--- src/rtl/freq_seq_pkg.sv ---
package freq_seq_pkg;

  localparam int ADDR_FREQ  = 0;
  localparam int ADDR_TCTL  = 1;
  localparam int ADDR_COUNT = 2;

  // Strobes from the control unit to the datapath
  typedef struct packed {
    logic capturePend;   // latch pending codes, clear prescaler
    logic applyDivNow;   // dividers take effect at once
    logic loadPs;        // write prescaler select
    logic loadCnt;       // write initial count
    logic cntStep;       // advance the settling count
    logic applyPend;     // overflow: pending codes become active
    logic divRestart;    // restart divider phase
    logic gateClocks;    // pause in progress
  } seqStrobe_t;

  typedef struct packed {
    logic multDiffers;
    logic tick;
    logic cntAtMax;
  } seqStatus_t;

endpackage

--- src/rtl/freq_seq_div.sv ---
module freq_seq_div #(
  parameter int W = 3
) (
  input  logic         clk,
  input  logic         rstN,
  input  logic         hold,
  input  logic         restart,
  input  logic [W-1:0] lastIdx,
  output logic         strobe
);
  logic [W-1:0] phase;

  assign strobe = !hold && (phase == '0);

  always_ff @(posedge clk or negedge rstN) begin
    if (!rstN)                   phase <= '0;
    else if (hold || restart)    phase <= '0;
    else if (phase == lastIdx)   phase <= '0;
    else                         phase <= phase + 1'b1;
  end
endmodule

--- src/rtl/freq_seq_ctrl.sv ---
module freq_seq_ctrl
  import freq_seq_pkg::*;
#(
  parameter int ADDR_W = 2
) (
  input  logic              clk,
  input  logic              rstN,
  input  logic              wrEn,
  input  logic [ADDR_W-1:0] addr,
  input  seqStatus_t        stat,
  output seqStrobe_t        strb
);
  logic busy;
  logic wrIdle;
  logic frqWr;
  logic overflow;

  assign wrIdle   = wrEn && !busy;
  assign frqWr    = wrIdle && (addr == ADDR_W'(ADDR_FREQ));
  assign overflow = busy && stat.tick && stat.cntAtMax;

  always_comb begin
    strb             = '0;
    strb.capturePend = frqWr && stat.multDiffers;
    strb.applyDivNow = frqWr && !stat.multDiffers;
    strb.loadPs      = wrIdle && (addr == ADDR_W'(ADDR_TCTL));
    strb.loadCnt     = wrIdle && (addr == ADDR_W'(ADDR_COUNT));
    strb.cntStep     = busy && stat.tick;
    strb.applyPend   = overflow;
    strb.divRestart  = strb.applyDivNow || overflow;
    strb.gateClocks  = busy;
  end

  always_ff @(posedge clk or negedge rstN) begin
    if (!rstN)                               busy <= 1'b0;
    else if (frqWr && stat.multDiffers)      busy <= 1'b1;
    else if (overflow)                       busy <= 1'b0;
  end
endmodule

--- src/rtl/freq_seq_dp.sv ---
module freq_seq_dp
  import freq_seq_pkg::*;
#(
  parameter int CNT_W    = 8,
  parameter int PS_W     = 3,
  parameter int MULT_W   = 2,
  parameter int PER_W    = 3,
  parameter int DATA_W   = 8,
  parameter int ADDR_W   = 2,
  parameter int MULT_RST = 3
) (
  input  logic              clk,
  input  logic              rstN,
  input  logic [DATA_W-1:0] wrData,
  input  logic [ADDR_W-1:0] addr,
  input  seqStrobe_t        strb,
  output seqStatus_t        stat,
  output logic [DATA_W-1:0] rdData,
  output logic [MULT_W-1:0] multSel,
  output logic              intDivSel,
  output logic [PER_W-1:0]  perDivSel,
  output logic              intClkEn,
  output logic              perClkEn
);
  localparam int INT_POS = MULT_W;
  localparam int PER_LSB = MULT_W + 1;
  localparam int PSC_W   = 1 << PS_W;
  localparam int N_DIV   = 2;

  logic [MULT_W-1:0] pendMult;
  logic              pendInt;
  logic [PER_W-1:0]  pendPer;
  logic [PS_W-1:0]   psSel;
  logic [PSC_W-1:0]  psCnt;
  logic [PSC_W-1:0]  psLimit;
  logic [PSC_W:0]    psLimitW;
  logic [CNT_W-1:0]  cnt;

  // Prescaler: tick every 2^(k+1) cycles
  assign psLimitW = ({{PSC_W{1'b0}}, 1'b1} << ({1'b0, psSel} + 1'b1))
                    - {{PSC_W{1'b0}}, 1'b1};
  assign psLimit  = psLimitW[PSC_W-1:0];

  assign stat.tick        = (psCnt == psLimit);
  assign stat.cntAtMax    = &cnt;
  assign stat.multDiffers = (wrData[MULT_W-1:0] != multSel);

  always_ff @(posedge clk or negedge rstN) begin
    if (!rstN)                 psCnt <= '0;
    else if (strb.capturePend) psCnt <= '0;
    else if (strb.gateClocks)  psCnt <= stat.tick ? '0 : psCnt + 1'b1;
  end

  always_ff @(posedge clk or negedge rstN) begin
    if (!rstN)             cnt <= '0;
    else if (strb.loadCnt) cnt <= wrData[CNT_W-1:0];
    else if (strb.cntStep) cnt <= cnt + 1'b1;
  end

  always_ff @(posedge clk or negedge rstN) begin
    if (!rstN)            psSel <= '0;
    else if (strb.loadPs) psSel <= wrData[PS_W:1];
  end

  always_ff @(posedge clk or negedge rstN) begin
    if (!rstN) begin
      pendMult <= MULT_W'(MULT_RST);
      pendInt  <= 1'b0;
      pendPer  <= '0;
    end else if (strb.capturePend) begin
      pendMult <= wrData[MULT_W-1:0];
      pendInt  <= wrData[INT_POS];
      pendPer  <= wrData[PER_LSB +: PER_W];
    end
  end

  always_ff @(posedge clk or negedge rstN) begin
    if (!rstN) begin
      multSel   <= MULT_W'(MULT_RST);
      intDivSel <= 1'b0;
      perDivSel <= '0;
    end else if (strb.applyPend) begin
      multSel   <= pendMult;
      intDivSel <= pendInt;
      perDivSel <= pendPer;
    end else if (strb.applyDivNow) begin
      intDivSel <= wrData[INT_POS];
      perDivSel <= wrData[PER_LSB +: PER_W];
    end
  end

  // Clock enable strobes, one divider per domain
  logic [N_DIV-1:0][PER_W-1:0] divLast;
  logic [N_DIV-1:0]            divStb;

  assign divLast[0] = PER_W'(intDivSel);
  assign divLast[1] = perDivSel;

  for (genvar gi = 0; gi < N_DIV; gi++) begin : g_div
    freq_seq_div #(.W(PER_W)) uDiv (
      .clk     (clk),
      .rstN    (rstN),
      .hold    (strb.gateClocks),
      .restart (strb.divRestart),
      .lastIdx (divLast[gi]),
      .strobe  (divStb[gi])
    );
  end

  assign intClkEn = divStb[0];
  assign perClkEn = divStb[1];

  always_comb begin
    rdData = '0;
    case (addr)
      ADDR_W'(ADDR_FREQ): begin
        rdData[MULT_W-1:0]         = multSel;
        rdData[INT_POS]            = intDivSel;
        rdData[PER_LSB +: PER_W]   = perDivSel;
        rdData[DATA_W-1]           = strb.gateClocks;
      end
      ADDR_W'(ADDR_TCTL): begin
        rdData[0]      = strb.gateClocks;
        rdData[PS_W:1] = psSel;
      end
      ADDR_W'(ADDR_COUNT): rdData[CNT_W-1:0] = cnt;
      default: rdData = '0;
    endcase
  end
endmodule

--- src/rtl/freq_change_seq.sv ---
module freq_change_seq
  import freq_seq_pkg::*;
#(
  parameter int CNT_W    = 8,
  parameter int PS_W     = 3,
  parameter int MULT_W   = 2,
  parameter int PER_W    = 3,
  parameter int DATA_W   = 8,
  parameter int ADDR_W   = 2,
  parameter int MULT_RST = 3
) (
  input  logic              clk,
  input  logic              rstN,
  input  logic              wrEn,
  input  logic [ADDR_W-1:0] addr,
  input  logic [DATA_W-1:0] wrData,
  output logic [DATA_W-1:0] rdData,
  output logic              intClkEn,
  output logic              perClkEn,
  output logic              clkOutEn,
  output logic [MULT_W-1:0] multSel,
  output logic              intDivSel,
  output logic [PER_W-1:0]  perDivSel
);
  seqStrobe_t seqStrb;
  seqStatus_t seqStat;

  assign clkOutEn = 1'b1;

  freq_seq_ctrl #(.ADDR_W(ADDR_W)) uCtrl (
    .clk  (clk),
    .rstN (rstN),
    .wrEn (wrEn),
    .addr (addr),
    .stat (seqStat),
    .strb (seqStrb)
  );

  freq_seq_dp #(
    .CNT_W(CNT_W), .PS_W(PS_W), .MULT_W(MULT_W), .PER_W(PER_W),
    .DATA_W(DATA_W), .ADDR_W(ADDR_W), .MULT_RST(MULT_RST)
  ) uDp (
    .clk       (clk),
    .rstN      (rstN),
    .wrData    (wrData),
    .addr      (addr),
    .strb      (seqStrb),
    .stat      (seqStat),
    .rdData    (rdData),
    .multSel   (multSel),
    .intDivSel (intDivSel),
    .perDivSel (perDivSel),
    .intClkEn  (intClkEn),
    .perClkEn  (perClkEn)
  );
endmodule

--- config.mk ---
export PLATFORM = sky130hd
export DESIGN_NAME = freq_change_seq
export DESIGN_NICKNAME = d
export VERILOG_FILES = /design/src/rtl/freq_seq_pkg.sv /design/src/rtl/freq_seq_div.sv /design/src/rtl/freq_seq_ctrl.sv /design/src/rtl/freq_seq_dp.sv /design/src/rtl/freq_change_seq.sv
export SDC_FILE = /design/constraint.sdc
export NUM_CORES = 1
export LEC_CHECK = 0
export BUFFER_PORTS_ARGS = -buffer_cell sky130_fd_sc_hd__buf_2
export CORE_ASPECT_RATIO = 1.1
export CORE_MARGIN = 10
export CORE_UTILIZATION = 30
export CTS_CLUSTER_SIZE = 16
export DETAILED_ROUTE_END_ITERATION = 8
export SYNTH_ARGS = -nofsm -noshare
export SYNTH_HDL_FRONTEND = slang
export SYNTH_SLANG_ARGS = --single-unit
--- constraint.sdc ---
create_clock -name clk -period 6.89 [get_ports clk]
set_input_delay 0.689 -clock clk [delete_from_list [all_inputs] [get_ports clk]]
set_output_delay 0.689 -clock clk [all_outputs]
set_load 0.02 [all_outputs]
# == Word-level counts from Yosys, hierarchy flattened ==
# Index checks and enable logic that the tools add are counted.
# op_classes
add_sub_neg,6
mul,0
n_div,0
order_cmp,0
eq_ne,6
shifts,1
n_mux,19
bitwise,0
reduce_logical,22
# ops
op,n
2-to-1 mux 8 bit,5
2-to-1 mux 3 bit,6
adder 8 x 1 -> 8 bit (second input constant),2
case mux 4 bit (3 select lines),1
logical AND 1 bit,10
== test 8 bit,1
AND reduction 8 bit,1
nonzero test 2 bit,4
left shift 1 x 4 -> 8 bit (first input constant),1
subtractor 8 x 1 -> 8 bit (second input constant),1
adder 3 x 1 -> 3 bit (second input constant),2
logical NOT 3 bit,2
2-to-1 mux 1 bit,5
adder 3 x 1 -> 4 bit (second input constant),1
case mux 2 bit (2 select lines),1
== test 3 x 1 -> 1 bit,1
== test 3 bit,1
== test 2 x 1 -> 1 bit (second input constant),1
== test 2 bit (second input constant),1
logical NOT 1 bit,2
logical NOT 2 bit,1
logical OR 1 bit,2
!= test 2 bit,1
case mux 1 bit (2 select lines),1
# word_totals
ff_bits,38
latchBits,0
ram_bits,0
rom_bits,0
inputBits,13
out_inout_bits,17
word_cells,66
memories,0

# == Depth between registers and ports, before layout ==
# Gate-level depths: netlist of run 1.
# depth
depth_word,9
mapped_depth,11
depth_no_buf,9

# == Modules after synthesis ==
# A second synthesis of run 1 with hierarchy kept.
# hier_totals
cells_unflattened,245
hier_area_um2,2402.3
# modules_own_cells
mod,n_inst,cells_each,area_per_inst_um2,seq_area_each_um2
freq_seq_dp,1,195,1896.8,780.7
freq_seq_div,2,17,186.4,75.1
freq_seq_ctrl,1,14,121.4,25.0
freq_change_seq,1,2,11.3,0.0

# == Worst setup path before layout of run 1 ==
# OpenSTA, ideal clock, no wires.
# synth_timing
path_kind,register -> register
startpoint,register uDp.psSel[2]
endpoint,register uDp.multSel[0]
setup_time_ps,82
t_arrival_ps,2411
required_time_ps,6808
setup_slack_ps,4396
stages_incl_launch_ff,12
n_path_buf,2
synth_period_minus_slack_ps,2494
path_cell_list,dfrtp_1 > buf_6 > inv_1 > nand2_1 > ha_1 > buf_6 > nor2_1 > o21ai_0 > a41oi_1 > o211ai_1 > nor3_4 > mux2_2
# synth_via
elab_chain_cells,6
# synth_lines
item,line_no,rtl
"start, declared",freq_seq_dp.sv:33,logic [PS_W-1:0] psSel;
"start signal, assigned",freq_seq_dp.sv:62,else if (strb.loadPs) psSel <= wrData[PS_W:1];
adder 3 x 1 -> 4 bit,freq_seq_dp.sv:40,"assign psLimitW = ({{PSC_W{1'b0}}, 1'b1} << ({1'b0, psSel} + 1'b1))"
left shift 1 x 4 -> 8 bit,freq_seq_dp.sv:40,
subtractor 8 x 1 -> 8 bit,freq_seq_dp.sv:41,"- {{PSC_W{1'b0}}, 1'b1};"
== test 8 bit,freq_seq_dp.sv:44,assign stat.tick = (psCnt == psLimit);
logical AND 1 bit (2 in series),freq_seq_ctrl.sv:20,assign overflow = busy && stat.tick && stat.cntAtMax;
"end signal, assigned",freq_seq_dp.sv:79,multSel <= MULT_W'(MULT_RST);
"end signal, assigned",freq_seq_dp.sv:83,multSel <= pendMult;
"end, declared",freq_seq_dp.sv:19,"output logic [MULT_W-1:0] multSel,"
# No other way between the ends.
# A chain may end at the register's enable or synchronous reset.

# == Final worst setup path of run 1 ==
# layout_timing
startpoint,register uDp.psSel[1]
endpoint,register uDp.multSel[0]
# The elaborated chain is that of the path after synthesis.

==> metrics.txt, run 1 <==
outcome completed; Buffers & Inverters on Critical Path 0; synthesized area per cell 9.55 um2; cell with the most instances on the worst path nor2_1; post-synthesis sequential area ratio 38.5%; Post-synth ARST share 100%; clock-pin slew on the worst setup and hold paths 0.08 ns; Power Dens Cells 231 nW/um2; vias in the first global route 2018; largest fanout on the critical path 13; Synth Flop Type dfrtp_1; clk_skew 0.00552 ns; Tightest Hold Check Type flip-flop to flip-flop; Worst Path Arrival 3.24 ns; clock insertion delay at the later pin of the skew report 0.30 ns; worst path cell trace nor2_1 -> nand2_1 -> ha_1 -> nor2_1 -> o21ai_0 -> a41oi_1 -> o211ai_1 -> nor3_4 -> mux2_2; first drt pass iteration count 4; final critical-path required period 3.02 ns; final setup fails 0; Rel. slew slack 42.1%; num rows 34; fin. max-slew vios 0; first-pass GRT wire length 10300 um; Syn Inst Count 260; worst-margin pin slew 0.869 ns; Core ar. 8000 um2; Die Span Y 115 um; dpl hpwl 4520 um; initial antenna violation count 0; Sink Count 38; CTS resizes 0; most common cell after layout, fill and taps aside dfrtp_1; RSZ-0062 raised after global routing false; CTS tree built; GRT Util Overall 10.1%; total wire length 6140 um; setup TNS 0 ns; Routed Antenna Nets 0; CP endpoint kind flip-flop; die area 12300 um2; WL per Instance 15.8 um; fin crit share 43.8%; Top Family by Delay on Critical Path simple AND/OR/NAND/NOR gates; Worst setup SP type flip-flop; GRT overflow 0; total power 0.635 mW; fraction of layout cells with a size suffix above 1 21.7%; I/O Pins 30; Synth Warn # 0; Static Leakage 1.29 nW; Worst Path Required 7.11 ns; fin nets 300; slowest CP cell dfrtp_1; post-synthesis cell type count 51; Port Buffers 28; total number of vias 1982; Die Wd 107 um; Area Growth Syn to Fin 10.6%; Max Cap Viol 0; Starting Density 31.1%; kind of critical path flip-flop to flip-flop; # DRC 0; number of synthesized flops with an enable pin 0; commonest cells after routing, fill and taps aside 34 x dfrtp_1, 32 x nand2_1, 28 x buf_2; GP Congestion 0.805; vias per cell 5.10; Post-CTS Setup Repair Bufs 0; hold buffer count at CTS 0; #FFs+latches synth 38; H-tree lvl count 2; clk buf depth 2; Peak VDD IR 0.147 mV; Diodes inserted 0; CTS Buf Count 5; largest net degree at the start of global routing 39; Peak Freq 332 MHz; endpoints failing hold 0; Root Driver clkbuf_8; drt initial violations 163; Cell Area, Synth 2480 um2; Critical Path Max Stage Delay 0.52 ns
## worst register-to-register path, cell delays in order (launching register included)
cell and delay [ns]:
dfrtp_1 0.52, nor2_1 0.22, nand2_1 0.09, ha_1 0.29
nor2_1 0.17, o21ai_0 0.10, a41oi_1 0.43, o211ai_1 0.30
nor3_4 0.44, mux2_2 0.38
## sequential cells by signal, summed over array words and instances, names as in the netlist
signal                count
uDp.cnt                   8
uDp.psCnt                 8
uDp.g_div.uDiv.phase      6
uDp.pendPer               3
uDp.perDivSel             3
uDp.psSel                 3
uDp.multSel               2
uDp.pendMult              2
uCtrl.busy                1
uDp.intDivSel             1
uDp.pendInt               1
## final timing paths
check / start / end / slack, ns / cells past startpoint
max in group asynchronous: rstN / uDp.cnt[0] / 5.84 / 1
worst max-delay path: uDp.psSel[1] / uDp.multSel[0] / 3.87 / 9
min in group asynchronous: rstN / uDp.g_div[0].uDiv.phase[1] / 0.51 / 1
worst max register to register: uDp.psSel[1] / uDp.multSel[0] / 3.87 / 9
worst min register to register: uDp.g_div[1].uDiv.phase[0] / uDp.g_div[1].uDiv.phase[0] / 0.50 / 1
worst min-delay path: uDp.g_div[1].uDiv.phase[0] / uDp.g_div[1].uDiv.phase[0] / 0.50 / 1
## final cells by class
type / count / area, um2
flip-flops and latches: 38 / 956
clock buffers: 5 / 68.8
clock inverters: 3 / 40.0
fillers: 881 / 5250
multi-input cells: 199 / 1380
well taps: 108 / 135
repair buffers: 28 / 140
inverters: 8 / 30.0
## cell usage after synthesis, drive strengths merged, types with 8 or more instances
cell type | instances | share of area [%]
dfrtp | 34 | 34
inv | 8 | 1.2
mux2i | 10 | 4.0
o21ai | 11 | 2.2
nor2 | 19 | 2.9
nand2 | 32 | 4.8
and2 | 10 | 2.5
xor2 | 11 | 3.9
xnor2 | 8 | 2.8
clkbuf | 8 | 2.4
mux2 | 12 | 5.4
buf | 8 | 2.6
nand3 | 15 | 3.0
## through the flow
| stage | instance area [um2] | instances | utilization, % | hold WS (ns) | setup slack [ns] |
|---|---|---|---|---|---|
| after floorplan | 2490 | 261 | - | 0.393 | 4.40 |
| after global placement | 2640 | 381 | 33.0 | 0.487 | 4.00 |
| after detailed placement | 2640 | 381 | 33.0 | 0.494 | 3.94 |
| after CTS | 2750 | 389 | 34.3 | 0.508 | 3.92 |
| after global routing | 2750 | 389 | 34.3 | 0.532 | 3.70 |
| final | 2750 | 389 | 34.3 | 0.501 | 3.87 |
## logic make-up after synthesis
group	Yosys count	share of synthesized area, %
and+or+nand+nor	104	21.3
AOI/OAI and AO/OA	45	14.1
xor gates and xnor gates	19	6.70
DFF	38	38.5
other	1	0.151
muxes	22	9.47
adders and majority gates	7	3.53
buffers and inverters	24	6.25
## layer usage
metal	GRT usage, %	wire [um]
met5	0	0
met4	2.98	70
met3	2.05	177
met2	16.0	2880
met1	13.6	3010
## report_power, final
group | internal [mW] | switching (mW) | total, mW
clock | 0.107 | 0.0833 | 0.190
combinational | 0.0762 | 0.0864 | 0.163
sequential | 0.243 | 0.0394 | 0.283
Power figures use the tool's default switching activity.
==> run 2: changes to the inputs <==
==> constraint.sdc (replaced) <==
create_clock -name clk -period 2.5 [get_ports clk]
set_input_delay 0.25 -clock clk [delete_from_list [all_inputs] [get_ports clk]]
set_output_delay 0.25 -clock clk [all_outputs]
set_load 0.02 [all_outputs]
==> run 2 against run 1 <==
Effect of this change: worst hold slack lost 0.45 ns; fmax grew 24%; first-iteration DRC count is 34% lower; design area grew 7.4%; combinational power increased to 3.2 times the previous value; core utilization is 2.5 points higher.
==> metrics.txt, run 2 (same netlist as run 1, synthesis figures left out) <==
outcome completed; commonest cells after routing, fill and taps aside 34 x dfrtp_1, 31 x nand2_1, 28 x buf_2; clock insertion delay at the later pin of the skew report 0.29 ns; Worst Hold Margin 0.0546 ns; worst-margin pin slew 0.837 ns; CTS Buf Count 5; Top Registers uDp.cnt x8, uDp.psCnt x8, uDp.g_div.uDiv.phase x6; fraction of layout cells with a size suffix above 1 28.9%; GRT overflow 0; Sink Count 38; vias in the first global route 2116; CP endpoint kind flip-flop; most common cell after layout, fill and taps aside dfrtp_1; largest net degree at the start of global routing 39; largest fanout on the critical path 4; GP Congestion 0.794; I/O Pins 30; fin. max-slew vios 0; Static Leakage 1.40 nW; Worst Path Required 2.72 ns; met3 global-route usage 2.17%; Port Buffers 28; final core utilization 36.9%; Routed Antenna Nets 0; vias per cell 5.07; total number of vias 2058; kind of critical path flip-flop to flip-flop; first drt pass iteration count 5; clk_skew 0.00701 ns; setup TNS 0 ns; total wire length 6350 um; # DRC 0; clk buf depth 2; GR Layer Usage met2 18.2%; grt met1 use 12.6%; CTS tree built; final setup fails 0; Diodes inserted 0; dpl hpwl 4740 um; Worst setup SP type flip-flop; fin nets 317; Critical Path Max Stage Delay 0.47 ns; initial antenna violation count 0; first-pass GRT wire length 10500 um; hold buffer count at CTS 0; die area 12300 um2; slowest CP cell or3_2; Worst Path Arrival 2.65 ns; GRT Util Overall 10.5%; RSZ-0062 raised after global routing true; total power 1.83 mW; Power Dens Cells 622 nW/um2; Die Wd 107 um; final critical-path required period 2.43 ns; endpoints failing hold 0; H-tree lvl count 2; Starting Density 31.1%; Max Cap Viol 0; Peak Freq 412 MHz; Tightest Hold Check Type primary input to async pin; Rel. slew slack 44.2%; Peak VDD IR 0.412 mV; Die Span Y 115 um; clock-pin slew on the worst setup and hold paths 0.08 ns; WL per Instance 15.6 um; worst path cell trace nor2_2 -> nand2_2 -> ha_4 -> xor2_2 -> o311ai_4 -> a211oi_4 -> buf_4 -> o2111ai_4 -> or3_2 -> a31oi_1; drt initial violations 107; fin crit share 97.2%; busiest layer in global routing met2; Core ar. 8000 um2; num rows 34; Area Growth Syn to Fin 18.7%; Root Driver clkbuf_8
## run 2: cell count changes in the layout (fill, tap and decap cells not counted), sizes merged
cell | before | now
buf | 28 | 45
## run 2: layout make-up
class,count,area [um2]
Fill cell,859,5050
Multi-Input combinational cell,199,1450
Sequential cell,38,956
Timing Repair Buffer,45,268
Tap cell,108,135
Clock buffer,5,68.8
Clock inverter,3,40.0
Inverter,8,30.0
## run 2: timing repair
| action | CTS | global route |
|---|---|---|
| buffers inserted | 0 | 2 |
| pin swaps | 1 | 6 |
| gates resized for setup | 3 | 9 |
| setup endpoints to repair | 9 | 10 |
| hold endpoints to repair | 0 | 0 |
## run 2: worst paths after layout
check | end | from | slack (ns) | cells past startpoint
max reg2reg | uDp.cnt[3] | uDp.psSel[0] | 0.07 | 10
min reg2reg | uDp.intDivSel | uDp.pendInt | 0.50 | 1
max | uDp.cnt[3] | uDp.psSel[0] | 0.07 | 10
min | uDp.g_div[0].uDiv.phase[2] | rstN | 0.05 | 1
max in group asynchronous | uDp.cnt[0] | rstN | 1.91 | 1
min in group clk | uDp.cnt[0] | wrData[0] | 0.21 | 3
## run 2: stage by stage
stage	setup WS, ns	std cells	cell area [um2]
finish	0.0712	406	2950
global route	-0.0670	406	2950
CTS	-0.00781	404	2870
detailed placement	-0.0759	396	2750
global placement	0.0402	396	2750
floorplan	0.00642	261	2490
## run 2: report_power, final
part	internal [mW]	total [mW]	switching, mW
Combinational	0.269	0.527	0.258
Sequential	0.670	0.791	0.120
Clock	0.294	0.516	0.222
Total	1.23	1.83	0.600
## run 2: worst max-delay path, delay by kind of cell, from the launching register on
kind | cells | cell delay, ns
buf+inv | 1 | 0.16
flops | 1 | 0.39
fa+ha+maj | 1 | 0.27
simple gates | 3 | 0.69
xor+xnor | 1 | 0.19
compound gates | 4 | 0.65
## run 2: routing by layer
layer / share of wire [%] / wire length, um
met3: 3.4 / 218
met5: 0 / 0
met2: 51 / 3210
met4: 1.4 / 91
met1: 45 / 2830
